`config.mk`:
```
export PLATFORM = sky130hd
export DESIGN_NAME = fp_addsub_pipe
export DESIGN_NICKNAME = d
export VERILOG_FILES = /design/src/rtl/fp_addsub_pipe.sv
export SDC_FILE = /design/constraint.sdc
export NUM_CORES = 1
export LEC_CHECK = 0
export ABC_AREA = 1
export BUFFER_PORTS_ARGS = -buffer_cell sky130_fd_sc_hd__buf_2
export CELL_PAD_IN_SITES_DETAIL_PLACEMENT = 1
export CELL_PAD_IN_SITES_GLOBAL_PLACEMENT = 2
export CORE_MARGIN = 2
export CORE_UTILIZATION = 36
export DETAILED_ROUTE_END_ITERATION = 7
export PLACE_DENSITY_LB_ADDON = 0.2
export REMOVE_ABC_BUFFERS = 1
export SLEW_MARGIN = 20
export SYNTH_ARGS = -nofsm -noshare
export SYNTH_HDL_FRONTEND = slang
export SYNTH_SLANG_ARGS = --single-unit
```
`constraint.sdc`:
```
create_clock -name clk -period 12.8 [get_ports clk]
set_clock_uncertainty 0.2 [all_clocks]
set_input_delay 1.28 -clock clk [delete_from_list [all_inputs] [get_ports clk]]
set_output_delay 1.28 -clock clk [all_outputs]
set_load 0.02 [all_outputs]
```
`src/rtl/fp_addsub_pipe.sv`:
```
module fp_addsub_pipe #(
  parameter int EXP_W = 8,
  parameter int MAN_W = 24
) (
  input  logic             clk,
  input  logic             rst_n,
  input  logic             in_valid,
  input  logic             op_sub,
  input  logic             a_sign,
  input  logic [EXP_W-1:0] a_exp,
  input  logic [MAN_W-1:0] a_man,
  input  logic             b_sign,
  input  logic [EXP_W-1:0] b_exp,
  input  logic [MAN_W-1:0] b_man,
  output logic             out_valid,
  output logic             out_sign,
  output logic [EXP_W-1:0] out_exp,
  output logic [MAN_W-1:0] out_man
);
  localparam int LZ_W = $clog2(MAN_W + 1);

  // segment 1: exponent compare
  logic             s1_v, s1_as, s1_bs;
  logic [EXP_W-1:0] s1_ae, s1_be;
  logic [MAN_W-1:0] s1_am, s1_bm;
  logic [EXP_W:0]   s1_diff;

  always_ff @(posedge clk or negedge rst_n)
    if (!rst_n) begin
      s1_v <= 1'b0; s1_as <= 1'b0; s1_bs <= 1'b0;
      s1_ae <= '0; s1_be <= '0; s1_am <= '0; s1_bm <= '0; s1_diff <= '0;
    end else begin
      s1_v    <= in_valid;
      s1_as   <= a_sign;
      s1_bs   <= b_sign ^ op_sub;
      s1_ae   <= a_exp;
      s1_be   <= b_exp;
      s1_am   <= a_man;
      s1_bm   <= b_man;
      s1_diff <= {1'b0, a_exp} - {1'b0, b_exp};
    end

  // segment 2: alignment
  logic             a_ge;
  logic [EXP_W-1:0] shamt;
  logic [MAN_W-1:0] small_m;
  logic             far;
  assign a_ge    = ~s1_diff[EXP_W];
  assign shamt   = a_ge ? s1_diff[EXP_W-1:0] : (~s1_diff[EXP_W-1:0] + 1'b1);
  assign far     = (int'(shamt) >= MAN_W);
  assign small_m = far ? '0 : ((a_ge ? s1_bm : s1_am) >> shamt);

  logic             s2_v, s2_bs, s2_ss;
  logic [EXP_W-1:0] s2_e;
  logic [MAN_W-1:0] s2_bm, s2_sm;

  always_ff @(posedge clk or negedge rst_n)
    if (!rst_n) begin
      s2_v <= 1'b0; s2_bs <= 1'b0; s2_ss <= 1'b0;
      s2_e <= '0; s2_bm <= '0; s2_sm <= '0;
    end else begin
      s2_v  <= s1_v;
      s2_e  <= a_ge ? s1_ae : s1_be;
      s2_bs <= a_ge ? s1_as : s1_bs;
      s2_bm <= a_ge ? s1_am : s1_bm;
      s2_ss <= a_ge ? s1_bs : s1_as;
      s2_sm <= small_m;
    end

  // segment 3: add / subtract
  logic             eff_sub, big_ge;
  logic [MAN_W:0]   sum;
  logic             sum_s;
  assign eff_sub = s2_bs ^ s2_ss;
  assign big_ge  = (s2_bm >= s2_sm);
  assign sum     = !eff_sub ? ({1'b0, s2_bm} + {1'b0, s2_sm}) :
                   big_ge   ? ({1'b0, s2_bm} - {1'b0, s2_sm}) :
                              ({1'b0, s2_sm} - {1'b0, s2_bm});
  assign sum_s   = (eff_sub && !big_ge) ? s2_ss : s2_bs;

  logic             s3_v, s3_s, s3_sub;
  logic [EXP_W-1:0] s3_e;
  logic [MAN_W:0]   s3_sum;

  always_ff @(posedge clk or negedge rst_n)
    if (!rst_n) begin
      s3_v <= 1'b0; s3_s <= 1'b0; s3_sub <= 1'b0; s3_e <= '0; s3_sum <= '0;
    end else begin
      s3_v   <= s2_v;
      s3_s   <= sum_s;
      s3_sub <= eff_sub;
      s3_e   <= s2_e;
      s3_sum <= sum;
    end

  // segment 4: normalize
  logic [LZ_W-1:0]  lz;
  logic             found;
  always_comb begin
    lz = '0;
    found = 1'b0;
    for (int i = MAN_W - 1; i >= 0; i--) begin
      if (!found) begin
        if (s3_sum[i]) found = 1'b1;
        else           lz = lz + 1'b1;
      end
    end
  end

  logic             n_s;
  logic [EXP_W-1:0] n_e;
  logic [MAN_W-1:0] n_m;
  always_comb begin
    if (s3_sum[MAN_W]) begin
      n_s = s3_s;
      n_e = s3_e + 1'b1;
      n_m = s3_sum[MAN_W:1];
    end else if (!found) begin
      n_s = 1'b0;
      n_e = '0;
      n_m = '0;
    end else begin
      n_s = s3_s;
      n_e = s3_e - EXP_W'(lz);
      n_m = s3_sum[MAN_W-1:0] << lz;
    end
  end

  always_ff @(posedge clk or negedge rst_n)
    if (!rst_n) begin
      out_valid <= 1'b0; out_sign <= 1'b0; out_exp <= '0; out_man <= '0;
    end else begin
      out_valid <= s3_v;
      out_sign  <= n_s;
      out_exp   <= n_e;
      out_man   <= n_m;
    end

  // checks
  logic [2:0] age;
  always_ff @(posedge clk or negedge rst_n)
    if (!rst_n)          age <= '0;
    else if (age != 3'd4) age <= age + 3'd1;

  p_latency_r1: assert property (@(posedge clk) disable iff (!rst_n)
    (age == 3'd4) |-> (out_valid == $past(in_valid, 4)));

  p_far_zero_r4: assert property (@(posedge clk) disable iff (!rst_n)
    (s1_v && far) |=> (s2_sm == '0));

  p_carry_r5: assert property (@(posedge clk) disable iff (!rst_n)
    (s3_v && s3_sum[MAN_W]) |=>
      (out_valid && out_man == $past(s3_sum[MAN_W:1]) && out_exp == $past(s3_e) + 1'b1));

  p_no_carry_sub_r8: assert property (@(posedge clk) disable iff (!rst_n)
    (s3_v && s3_sub) |-> !s3_sum[MAN_W]);

  p_normalized_r6: assert property (@(posedge clk) disable iff (!rst_n)
    (out_valid && out_man != '0) |-> out_man[MAN_W-1]);

  p_zero_form_r7: assert property (@(posedge clk) disable iff (!rst_n)
    (out_valid && out_man == '0) |-> (out_exp == '0 && !out_sign));
endmodule

```
; ---- Word-level counts from Yosys, hierarchy flattened
; Cells that the tools add are included.
[op_classes]
n_addsub = 30
n_lt_le_gt_ge = 2
shift = 2
muxes = 110
bitwise_logic = 3
reduce_logical = 2
[ops]
columns = operator, n
row1 = 5-bit 2-to-1 mux, 45
row2 = 24-bit 2-to-1 mux, 5
row3 = "5-bit by 1-bit adder with 5-bit output, second input constant", 22
row4 = 1-bit 2-to-1 mux, 53
row5 = 25-bit 2-to-1 mux, 2
row6 = 24-bit by 24-bit subtractor with 25-bit output, 2
row7 = 8-bit 2-to-1 mux, 4
row8 = 24-bit by 24-bit adder with 25-bit output, 1
row9 = 24-bit greater-or-equal comparator, 1
row10 = 24-bit by 5-bit << shifter with 24-bit output, 1
row11 = 24-bit by 8-bit right shift with 24-bit output, 1
row12 = "8-bit by 1-bit adder with 8-bit output, second input constant", 2
row13 = 8-bit by 8-bit subtractor with 9-bit output, 1
row14 = "8-bit by 5-bit greater-or-equal comparator with 1-bit output, second input constant", 1
row15 = 8-bit inverter, 1
row16 = 8-bit by 5-bit subtractor with 8-bit output, 1
row17 = "1-bit by 1-bit adder with 2-bit output, second input constant", 1
row18 = 2-bit 2-to-1 mux, 1
row19 = 1-bit bitwise XOR, 2
row20 = 1-bit logical AND, 1
row21 = 1-bit logical NOT, 1
[word_totals]
register_bits = 204
inputBits = 70
out_inout_bits = 34

; ---- Depth between registers and ports, before layout
; Gate-level depths: netlist of the first run.
[logic_depth]
depth_word = 73
mapped_depth = 79
mapped_depth_nobuf = 78

; ---- Worst setup path after synthesis of the first run
; No wires, ideal clock.
[synth_path]
path_kind = flip-flop to flip-flop
startpoint = reg s3_sum[21]
endpoint = reg out_exp[7]
setup_ns = 0.138
arrival_ns = 9.735
path_slack_ns = 2.727
stages_incl_launch_ff = 75
path_buffers = 1
synth_period_minus_slack_ns = 10.073
cell_sequence = dfrtp_1 a21oi_1 ha_1 inv_1 a21oi_1 ha_1 or2_1 nand2_1 nand2_1 nand3_1 a21oi_1 a21o_1 ha_1 nand3_1 o21a_1 ha_1 nor2_1 inv_1 [... 39 more ...] inv_1 nand2_1 nand2_1 inv_1 ha_1 nand2_1 clkinv_1 nand3_4 nand2_2 buf_2 ha_1 a21oi_1 o21ai_0 a21oi_1 o21bai_1 nor3_1 xor2_1 o22ai_1
[synth_via]
elab_chain_cells = 68
elab_cells_between_ends = 91
[synth_lines]
columns = item, line
row1 = from (decl), 83  ; logic [MAN_W:0] s3_sum;
row2 = from (signal assigned), 93  ; s3_sum <= sum;
row3 = 5-bit 2-to-1 mux, 104  ; if (s3_sum[i]) found = 1'b1;
row4 = 5-bit 2-to-1 mux, 103  ; if (!found) begin
row5 = 5-bit by 1-bit adder with 5-bit output, 105  ; else lz = lz + 1'b1;
row6 = 5-bit 2-to-1 mux, 104
row7 = 5-bit 2-to-1 mux, 103
row8 = 5-bit by 1-bit adder with 5-bit output, 105
row9 = 5-bit 2-to-1 mux, 104
row10 = 5-bit 2-to-1 mux, 103
row11 = [... 53 more ...], -
row12 = 5-bit 2-to-1 mux, 103
row13 = 5-bit by 1-bit adder with 5-bit output, 105
row14 = 5-bit 2-to-1 mux, 104
row15 = 5-bit 2-to-1 mux, 103
row16 = 8-bit by 5-bit subtractor with 8-bit output, 124  ; n_e = s3_e - EXP_W'(lz);
row17 = 8-bit 2-to-1 mux *, 118  ; end else if (!found) begin
row18 = 8-bit 2-to-1 mux *, 114  ; if (s3_sum[MAN_W]) begin
row19 = net n_e[7], 111  ; logic [EXP_W-1:0] n_e;
row20 = to (signal assigned), 135  ; out_exp <= n_e;
row21 = to (decl), 17  ; output logic [EXP_W-1:0] out_exp,
; The timed path passes the listed nets; every way through them passes the cells marked *.

; ---- Final worst setup path of the first run
; Same ends and word-level chain as after synthesis.

==> results.md, run 1 <==
- Run status: finished clean
- Clock power share: 20.7%
- Highest fanout seen on the critical path: 25
- Leakage: about 8.6 nW
- Die span in y: ~210 um
- Reg-to-Reg Start: s3_sum[21]
- Slew at the pin closest to its max-slew limit: around 0.98 ns
- Final routed wire length divided by cell count: roughly 17 um
- Commonest register cell after synthesis: sky130_fd_sc_hd__dfrtp_1
- Maximum level of the CTS H-tree: 1
- Synthesized flop and latch total: roughly 200
- Placement Rows: 74
- Via count: around 14,000
- Fmax achieved: between 80 and 90 MHz
- Max-Slew Margin vs Limit: between 30 and 40%
- Total clock sinks: just over 200
- Area grow syn2layout: 12.3%
- Startpoint of the lowest-slack hold path: s1_v
- Number of max-slew violations in the final report: 0
- Final Wtd Congestion: approximately 0.9
- Fin. Hold Viols: 0
- Net total in the final layout: 2,350
- Power, Total: 3.57 mW
- Largest net degree at the start of global routing: roughly 110
- Number of filler cells placed in the layout: 5,193
- Ys async rst share: between 90% and 100%
- Worst setup EP type: register
- Number of input and output port buffers inserted: ~100
- Relative contribution of combinational cells to total power: a little over half
- Type of the tightest min-delay check: register to register
- Setup crit start kind: register
- TritonCTS clock tree: done
- Critical path data arrival time: 11.50 ns
- Number of clock buffers inserted by TritonCTS: 26
- Number of library cell types mapped by synthesis: 57
- Combined area of all synthesized cells: roughly 15,000 um2
- Largest incremental delay on the critical path: ~0.45 ns
- Setup tns final: 0 ns
- Floorplan die width: slightly above 200 um
- Global-route usage over all layers: a little over a fifth
- Wire length of the first global-routing pass: around 75 mm
- Number of routed nets with antenna violations: 0
- Largest buffer count on any clock path: 3
- Initial DRT Pass Iterations: 4
- P_int: ~1.8 mW
- Latest clock arrival within the worst-skew pair: 0.57 ns
- Maximum vdd ir drop: around 100 uV
- Number of DRC violations after detailed-routing iteration 0: roughly 400
- Total number of yosys warnings: 0
- Syn Inst Count: ~2,100
- Layout cells sized above 1: between 10 and 15%
- Per-cell via count in the routed design: around 5
- Number of antenna violations at the first check in global routing: 0
- Share of the clock period used by the worst path: 87.8%
- Wirelength, routed: around 47 mm
- Pwr per Cell Area: between 200 and 250 nW/um2
- DRC Markers: 0
- DPL Wire Length: between 30 and 40 mm
- Critical Path Slowest Stage Cell: sky130_fd_sc_hd__dfrtp_1
- Start point of the critical path: s3_sum[21]
- Placeable core area: ~41,000 um2
- Biggest area contributors in the synthesized netlist: sky130_fd_sc_hd__dfrtp_1 (34%), sky130_fd_sc_hd__nand2_1 (15%), sky130_fd_sc_hd__ha_1 (9.0%)
- Max cap viols: 0
- Vias in the first global route: about 14,000
- CTS Hold Bufs: 0
- Cell taking the most area after synthesis: sky130_fd_sc_hd__dfrtp_1
- Sequential share of power: between 20% and 30%
- Critical Path RT: ~13 ns
- Sequential-to-total area share from yosys stat: between 30% and 40%
- Post_cts resized: 0
- Post-CTS setup buffer count: 0
- Minimum clock period after layout: about 11 ns
- Average cell area after synthesis: about 7 um2
- Final setup fails: 0
- Register clock-pin slew on the reported worst setup and hold paths: ~0.060 ns
- Net switching fraction of the power: around 49%
- Setup repair after global routing missed its margin: no
- Yosys top cell area share: 34.2%
- FF-to-FF setup slack: between 1.5 and 2 ns
- Worst path most repeated cell: sky130_fd_sc_hd__nand2_1
- Switching component of the power: ~1.7 mW
- Number of enable flip-flop cells after synthesis: 0
- I/O pin count: 104
- GRT overflow: 0
- Root buffer cell: sky130_fd_sc_hd__clkbuf_16
- Kind of critical path: register to register
- Starting density of the core: 36.6%
- Die Outline Area: about 43,000 um2
- Antenna diode instance count: 0
## cell usage in the layout, fill, tap and decap left out, types with 29 or more instances in the layout
master                      n
sky130_fd_sc_hd__a21oi_1  138
sky130_fd_sc_hd__buf_2    102
sky130_fd_sc_hd__dfrtp_1  203
sky130_fd_sc_hd__ha_1     107
sky130_fd_sc_hd__inv_1    279
sky130_fd_sc_hd__nand2_1  580
sky130_fd_sc_hd__nand3_1  114
sky130_fd_sc_hd__nor2_1   137
sky130_fd_sc_hd__o21ai_0  163
sky130_fd_sc_hd__o21ai_1   29
sky130_fd_sc_hd__xor2_1    46
## worst max-delay path, delay by kind of cell, from the launching register on
kind	cells	cell delay [ns]
buf+inv	7	0.57
simple gates	37	3.47
flops	1	0.45
fa+ha+maj	14	3.87
xor+xnor	2	0.29
compound gates	12	2.27
## cell usage after synthesis, types with 6 or more instances
cell type / instances
sky130_fd_sc_hd__a211oi_1: 7
sky130_fd_sc_hd__a21oi_1: 138
sky130_fd_sc_hd__buf_2: 8
sky130_fd_sc_hd__clkbuf_1: 60
sky130_fd_sc_hd__dfrtp_1: 204
sky130_fd_sc_hd__ha_1: 107
sky130_fd_sc_hd__inv_1: 279
sky130_fd_sc_hd__inv_2: 22
sky130_fd_sc_hd__nand2_1: 580
sky130_fd_sc_hd__nand2_2: 15
sky130_fd_sc_hd__nand3_1: 114
sky130_fd_sc_hd__nand3_2: 6
sky130_fd_sc_hd__nand4_1: 9
sky130_fd_sc_hd__nor2_1: 137
sky130_fd_sc_hd__nor2_2: 6
sky130_fd_sc_hd__nor2_4: 10
sky130_fd_sc_hd__nor3_1: 12
sky130_fd_sc_hd__o211ai_1: 12
sky130_fd_sc_hd__o21ai_0: 163
sky130_fd_sc_hd__o21ai_1: 29
sky130_fd_sc_hd__o21bai_1: 7
sky130_fd_sc_hd__o22ai_1: 20
sky130_fd_sc_hd__o31ai_1: 8
sky130_fd_sc_hd__or2_2: 7
sky130_fd_sc_hd__xnor2_1: 9
sky130_fd_sc_hd__xor2_1: 46
## final cells by class
| type | count | area [um2] | area share, % |
|---|---|---|---|
| Tap cell | 532 | 666 | 3.97 |
| Sequential cell | 204 | 5110 | 30.5 |
| Clock inverter | 11 | 135 | 0.807 |
| Multi-Input combinational cell | 1517 | 8360 | 49.9 |
| Clock buffer | 35 | 734 | 4.38 |
| Inverter | 305 | 1150 | 6.84 |
| Timing Repair Buffer | 114 | 608 | 3.63 |
## cells by family (layout without fill, tap and decap cells)
kind of cell               after synthesis  after routing  share of synthesized area (%)
and+or+nand+nor                        922            922                           26.9
AOI/OAI and AO/OA                      425            425                           15.9
buffers and inverters                  380            465                           9.81
DFF                                    204            204                           34.2
adders and majority gates              112            112                           9.64
xor gates and xnor gates                57             57                           3.45
muxes                                    1              1                         0.0671
## per-stage QoR
step           util, %  worst slack (ns)  std cells  hold slack [ns]  instance area [um2]
2_1_floorplan        -              2.71       2026            0.131                14600
3_3_place_gp      38.9              1.87       2672            0.132                15900
3_5_place_dp      38.9              1.56       2672            0.138                15900
4_1_cts           41.0              1.51       2718            0.150                16800
5_1_grt           41.0             0.345       2718            0.149                16800
6_report          41.0              1.56       2718            0.147                16800
## state kept, by name, indices dropped and copies added, names as in the netlist, 8 cells and up
signal,cells
s2_bm,24
s1_bm,24
s2_e,8
s1_ae,8
s3_e,8
s2_sm,24
out_man,24
s3_sum,25
s1_am,24
out_exp,8
s1_diff,9
s1_be,8
## power groups by stage
stage          clock, mW  sequential (mW)  combinational [mW]
5_1_grt            0.786            0.947                2.16
2_1_floorplan          0            0.956                1.24
3_3_place_gp           0            0.936                1.90
4_1_cts            0.762            0.930                1.93
3_5_place_dp           0            0.940                1.92
6_report           0.738            0.927                1.90
## worst paths after layout
| kind | end | cells past startpoint |
|---|---|---|
| worst max register to register | out_exp[7] | 72 |
| worst min register to register | s2_v | 0 |
| min in group asynchronous | s1_diff[8] | 1 |
| worst min-delay path | s2_v | 0 |
| worst max-delay path | out_exp[7] | 72 |
| max in group asynchronous | s3_sum[1] | 3 |
## per-layer routing
metal  share of wire (%)  track usage (%)  vias up
li1                    -                -     6866
met4                 2.7             6.36        0
met3                 2.3             2.07       64
met5                   0                0        -
met2                  52             41.1      149
met1                  43             25.6     6533
Note: power is estimated with default switching activity, not from simulation.
==> run 2: changes to the inputs <==
CORE_ASPECT_RATIO = 0.7   (was default)
RECOVER_POWER = 50   (was default)
==> run 2 against run 1 <==
  * Count of clock-buffer cells in the layout down 6
  * Critical endpoint unchanged
  * Largest power group unchanged
  * Die area about the same
  * Largest cell class unchanged
  * The run now ends with max-capacitance violations, max-slew violations left
  * Utilization down 0.27 points
==> results.md, run 2 (same netlist as run 1, synthesis figures left out) <==
- Run status: finished, violations left
- Violations in the final reports: max-capacitance violations, max-slew violations
- Slew at the pin closest to its max-slew limit: 5.16 ns (+4.18 ns)
- Worst path most repeated cell: sky130_fd_sc_hd__nand2_1
- Reg-to-Reg Start: s3_sum[21]
- Floorplan die width: 247 um (+19%)
- Number of routed nets with antenna violations: 0 (unchanged)
- Largest incremental delay on the critical path: 0.44 ns (about the same)
- Critical path destination: out_exp[7]
- Setup crit start kind: register
- Maximum level of the CTS H-tree: 1 (unchanged)
- Wire length of the first global-routing pass: 79.6 mm (+5.7%)
- Area grow syn2layout: 11.9%
- Setup tns final: 0 ns (unchanged)
- Critical Path RT: 13.06 ns (about the same)
- DRC Markers: 0 (unchanged)
- TritonCTS clock tree: done
- Max-Slew Margin vs Limit: -244% (-280 points)
- Top library cells by usage in the layout, fill and taps aside: sky130_fd_sc_hd__nand2_1 (580), sky130_fd_sc_hd__inv_1 (279), sky130_fd_sc_hd__dfrtp_1 (203), sky130_fd_sc_hd__o21ai_0 (163), sky130_fd_sc_hd__a21oi_1 (138)
- Antenna diode instance count: 0 (unchanged)
- Max reg flops: 25 (unchanged)
- Number of max-slew violations in the final report: 272 (+272)
- Global-route usage over all layers: 23.5% (+1.9 points)
- Placeable core area: 41,000 um2 (+0.31%)
- Minimum clock period after layout: 11.68 ns (+0.445 ns)
- Clock power share: 19.3% (-1.4 points)
- Net switching fraction of the power: 51.2% (+2.3 points)
- Final setup fails: 0 (unchanged)
- Number of input and output port buffers inserted: 103 (unchanged)
- Most flop-heavy register: s3_sum
- Register clock-pin slew on the reported worst setup and hold paths: 0.07 ns (about the same)
- Largest buffer count on any clock path: 3 (unchanged)
- Kind of critical path: register to register
- Number of antenna violations at the first check in global routing: 0 (unchanged)
- Post-CTS setup buffer count: 0 (unchanged)
- DPL Wire Length: 41.4 mm (+7.5%)
- Setup repair after global routing missed its margin: no
- Min Hold Slack: 0.145 ns (-0.00237 ns)
- Final design area excluding fillers: 16,700 um2 (-0.35%)
- Placed standard-cell area: 15,900 um2 (+0.33%)
- Number of clock buffers inserted by TritonCTS: 24 (-7.7%)
- Pwr per Cell Area: 218 nW/um2 (+2.4%)
- GRT overflow: 0 (unchanged)
- Worst R2R Path Depth: 72 (unchanged)
- I/O pin count: 104 (unchanged)
- Critical path data arrival time: 11.94 ns (+0.44 ns)
- Net total in the final layout: 2,353 (+0.13%)
- CTS Hold Bufs: 0 (unchanged)
- Largest net degree at the start of global routing: 89 (-17%)
- Vias in the first global route: 13,900 (-3.2%)
- Final routed wire length divided by cell count: 18.7 um (+8.4%)
- Initial DRT Pass Iterations: 5 (+1)
- Die Outline Area: 43,100 um2 (about the same)
- Placement Rows: 62 (-16%)
- Fmax achieved: 85.6 MHz (-3.8%)
- Highest fanout seen on the critical path: 25 (unchanged)
- Root buffer cell: sky130_fd_sc_hd__clkbuf_16
- Critical Path Slowest Stage Cell: sky130_fd_sc_hd__dfrtp_1
- Worst R2R End: out_exp[7]
- Max cap viols: 4 (+4)
- Type of the tightest min-delay check: register to register
- P_int: 1.78 mW (-2.5%)
- Starting density of the core: 36.4% (-0.11 points)
- FF-to-FF setup slack: 1.12 ns (-0.45 ns)
- Commonest non-fill, non-tap cell in the layout: sky130_fd_sc_hd__nand2_1
- Total clock sinks: 204 (unchanged)
- Via count: 14,100 (+3.4%)
- Number of instances in the placed design: 2,689 (+0.64%)
- Start point of the critical path: s3_sum[21]
- Sequential share of power: 25.4% (-0.6 points)
- Fin. Hold Viols: 0 (unchanged)
- Switching component of the power: 1.86 mW (+6.8%)
- Number of DRC violations after detailed-routing iteration 0: 1,030 (+150%)
- Post_cts resized: 0 (unchanged)
- Final Wtd Congestion: 0.939 (+3.5%)
- Maximum vdd ir drop: 96.1 uV (-5.0%)
- Relative contribution of combinational cells to total power: 55.4% (+2.1 points)
- Wirelength, routed: 51.1 mm (+8.9%)
- Number of cells in the finished layout apart from fillers: 2,732 (+0.52%)
- Die span in y: 174 um (-16%)
- Layout cells sized above 1: 10.5% (-0.60 points)
- Latest clock arrival within the worst-skew pair: 0.55 ns (-0.02 ns)
- Share of the clock period used by the worst path: 91.3% (+3.5 points)
- Leakage: 8.48 nW (-0.83%)
- Per-cell via count in the routed design: 5.15 (+2.9%)
- Worst setup EP type: register
- Final core utilization: 40.8% (-0.27 points)
## run 2: cell count changes in the layout (fill, tap and decap cells not counted), moves of 2 or more
cell | before | now
sky130_fd_sc_hd__buf_4 | 11 | 13
sky130_fd_sc_hd__clkbuf_16 | 26 | 24
sky130_fd_sc_hd__buf_2 | 102 | 89
sky130_fd_sc_hd__clkbuf_1 | 4 | 18
sky130_fd_sc_hd__clkinvlp_4 | 3 | 5
sky130_fd_sc_hd__inv_6 | 1 | 3
## run 2: layer usage
layer  global-route usage [%]  vias to the layer above  wire, um
met1                     37.3                     6901     27200
met2                     32.8                      244     20400
met3                     4.80                       41      2800
met4                     3.79                        0       724
li1                         -                     6893         -
met5                        0                        -         0
## run 2: cell type report
type | instances | area (um2)
clock inverters | 14 | 140
flip-flops and latches | 204 | 5110
clock buffers | 29 | 659
inverters | 305 | 1150
multi-input cells | 1517 | 8360
fillers | 5216 | 24300
well taps | 544 | 681
repair buffers | 119 | 607
## run 2: worst max-delay path, delay by kind of cell, from the launching register on
kind                     cells  cell delay [ns]
XOR/XNOR                     2             0.30
flip-flops                   1             0.44
AO/OA/AOI/OAI               12             2.23
buffers and inverters        7             0.67
adder cells (fa/ha/maj)     14             4.07
AND/OR/NAND/NOR             37             3.68
## run 2: power by group through the flow
stage	sequential, mW	clock [mW]	combinational, mW
2_1_floorplan	0.956	0	1.24
3_3_place_gp	0.934	0	1.95
3_5_place_dp	0.937	0	1.97
5_1_grt	0.940	0.750	2.24
6_report	0.923	0.702	2.02
4_1_cts	0.928	0.723	1.99
## run 2: worst min-delay path by stage
stage                  from   endpoint  slack (ns)  cells after the start
finish              s2_e[3]    s3_e[3]        0.14                      0
global route        s2_e[5]    s3_e[5]        0.16                      0
global placement    s2_e[3]    s3_e[3]        0.13                      0
floorplan              s3_v  out_valid        0.13                      0
CTS                 s2_e[3]    s3_e[3]        0.15                      0
detailed placement  s2_e[3]    s3_e[3]        0.14                      0
## run 2: through the flow
| stage | power (mW) | setup slack (ns) |
|---|---|---|
| after floorplan | 2.19 | 2.71 |
| after global placement | 2.88 | 1.74 |
| after detailed placement | 2.91 | 1.23 |
| after CTS | 3.64 | 1.15 |
| after global routing | 3.93 | 0.126 |
| final | 3.64 | 1.12 |
==> run 3: changes to the inputs <==
CORE_ASPECT_RATIO = default   (was 0.7)
CORE_MARGIN = 5   (was 2)
==> run 3 against run 2 <==
  * The flow still finishes with violations (max-capacitance violations, max-slew violations)
  * Sequential share of layout area down 0.16 points
  * Hold slack got worse by 0.00079 ns
  * Critical endpoint unchanged
  * Largest power group unchanged
  * Flip-flop and latch count stayed put
  * Highest routed layer unchanged
  * Combinational power shrank 5%
  * Setup slack improved by 0.30 ns
  * Count of clock-buffer cells in the layout grew 8
  * Global-route usage is 3.1 points lower
==> results.md, run 3 (same netlist as run 1, synthesis figures left out) <==
- Run status: finished, violations left
- Violations in the final reports: max-capacitance violations, max-slew violations
- Fmax achieved: 87.8 MHz (+2.6%)
- Wirelength, routed: 46.8 mm (-8.4%)
- Number of filler cells placed in the layout: 5,277 (+1.2%)
- Leakage: 8.54 nW (+0.74%)
- Latest clock arrival within the worst-skew pair: 0.55 ns (about the same)
- Worst Hold Endpoint: s3_e[6]
- Setup crit start kind: register
- Top routing layer in use: met4
- Maximum vdd ir drop: 105 uV (+9.1%)
- Register clock-pin slew on the reported worst setup and hold paths: 0.06 ns (about the same)
- Pwr per Cell Area: 215 nW/um2 (-1.6%)
- Largest buffer count on any clock path: 3 (unchanged)
- Floorplan die width: 214 um (-14%)
- Maximum level of the CTS H-tree: 1 (unchanged)
- Critical Path RT: 13.00 ns (-0.06 ns)
- Type of the tightest min-delay check: register to register
- Number of routed nets with antenna violations: 0 (unchanged)
- Max-Slew Margin vs Limit: -337% (-93 points)
- CP Buf/Inv Count: 7 (unchanged)
- Kind of critical path: register to register
- Worst R2R Path Depth: 73 (+1.4%)
- Reg-to-Reg Start: s3_sum[21]
- Number of antenna violations at the first check in global routing: 0 (unchanged)
- Setup tns final: 0 ns (unchanged)
- Final Wtd Congestion: 0.908 (-3.3%)
- Number of clock buffers inserted by TritonCTS: 26 (+8.3%)
- Detail Route met3 WL: 1.00 mm (-64%)
- Number of instances in the placed design: 2,672 (-0.63%)
- DPL Wire Length: 38.3 mm (-7.4%)
- Number of max-slew violations in the final report: 223 (-18%)
- Layout cells sized above 1: 10.5% (-0.046 points)
- Power, Total: 3.60 mW (-1.1%)
- Per-cell via count in the routed design: 5.03 (-2.4%)
- Area occupied by multi-input gates: 8360 um2 (unchanged)
- Total clock sinks: 204 (unchanged)
- Critical path data arrival time: 11.59 ns (-0.35 ns)
- Via count: 13,700 (-2.9%)
- Top library cells by usage in the layout, fill and taps aside: sky130_fd_sc_hd__nand2_1 (580), sky130_fd_sc_hd__inv_1 (279), sky130_fd_sc_hd__dfrtp_1 (204), sky130_fd_sc_hd__o21ai_0 (163), sky130_fd_sc_hd__a21oi_1 (138)
- Commonest non-fill, non-tap cell in the layout: sky130_fd_sc_hd__nand2_1
- Post_cts resized: 0 (unchanged)
- Critical Path Slowest Stage Cell: sky130_fd_sc_hd__dfrtp_1
- Routed length on met2: 24.2 mm (+19%)
- Net total in the final layout: 2,351 (-0.085%)
- Post-CTS setup buffer count: 0 (unchanged)
- Place WS: 1.44 ns (+0.213 ns)
- Footprint of the flip-flops and latches: 5100 um2 (about the same)
- Worst setup EP type: register
- I/O pin count: 104 (unchanged)
- Starting density of the core: 36.5% (about the same)
- Most flop-heavy register: s3_sum
- Die Outline Area: 45,600 um2 (+5.8%)
- Number of input and output port buffers inserted: 103 (unchanged)
- Largest incremental delay on the critical path: 0.44 ns (about the same)
- Die span in y: 214 um (+23%)
- Vias in the first global route: 14,600 (+4.7%)
- DRC Markers: 0 (unchanged)
- GRT overflow: 0 (unchanged)
- Area grow syn2layout: 12.4%
- Startpoint of the lowest-slack hold path: s2_e[6]
- Worst path most repeated cell: sky130_fd_sc_hd__nand2_1
- Slew at the pin closest to its max-slew limit: 6.56 ns (+1.40 ns)
- Max cap viols: 3 (-1)
- Minimum clock period after layout: 11.38 ns (-0.298 ns)
- Root buffer cell: sky130_fd_sc_hd__clkbuf_16
- CP top delay family: adder cells
- Final routed wire length divided by cell count: 17.2 um (-8.0%)
- Initial DRT Pass Iterations: 5 (unchanged)
- Setup repair after global routing missed its margin: no
- Largest net degree at the start of global routing: 130 (+46%)
- Global-route usage over all layers: 20.4% (-3.1 points)
- Fin. Hold Viols: 0 (unchanged)
- Antenna diode instance count: 0 (unchanged)
- Placeable core area: 40,900 um2 (about the same)
- Share of the clock period used by the worst path: 88.9% (-2.3 points)
- Final setup fails: 0 (unchanged)
- Wire length of the first global-routing pass: 75.0 mm (-5.7%)
- CTS Hold Bufs: 0 (unchanged)
- FF-to-FF setup slack: 1.42 ns (+0.30 ns)
- Hold path cells: 0 (unchanged)
- Slack of the critical path: 1.42 ns (+0.298 ns)
- Worst R2R End: out_exp[7]
- Placement Rows: 74 (+19%)
- Number of DRC violations after detailed-routing iteration 0: 560 (-46%)
- Post-route met1 wirelength: 20.0 mm (-26%)
- TritonCTS clock tree: done
- Highest fanout seen on the critical path: 21 (-16%)
- Max reg flops: 25 (unchanged)
- Number of cells in the finished layout apart from fillers: 2,720 (-0.44%)
run 3: per-layer routing:
layer	global-route usage, %	up-vias
met4	6.18	0
li1	-	6876
met2	38.4	164
met5	0	-
met1	24.6	6559
met3	2.03	76
run 3: how the worst max path moves through the flow:
| stage | start | end | slack (ns) | cells past startpoint |
|---|---|---|---|---|
| 2_1_floorplan | s3_sum[21] | out_exp[7] | 2.71 | 73 |
| 3_3_place_gp | s3_sum[21] | out_exp[7] | 1.89 | 73 |
| 3_5_place_dp | s3_sum[21] | out_exp[7] | 1.44 | 73 |
| 4_1_cts | s3_sum[21] | out_exp[7] | 1.42 | 73 |
| 5_1_grt | s3_sum[22] | out_exp[7] | 0.37 | 75 |
| 6_report | s3_sum[21] | out_exp[7] | 1.42 | 73 |
run 3: layout make-up:
cell class | count | area share [%]
clock buffer | 37 | 4.55
clock inverter | 10 | 0.820
inverter | 305 | 6.83
multi-input combinational | 1517 | 49.8
sequential | 204 | 30.4
tap | 532 | 3.97
timing repair buffer | 115 | 3.61
run 3: report_power, final:
part | internal, mW | switching [mW] | total, mW
registers | 0.790 | 0.138 | 0.928
clock network | 0.475 | 0.287 | 0.762
logic | 0.592 | 1.32 | 1.91
total | 1.86 | 1.74 | 3.60
run 3: metrics by stage:
step	hold slack (ns)	instance area, um2	util [%]
floorplan	0.131	14600	-
global placement	0.133	15900	38.8
detailed placement	0.136	15900	38.8
CTS	0.149	16800	41.0
global route	0.151	16800	41.0
finish	0.144	16800	41.0
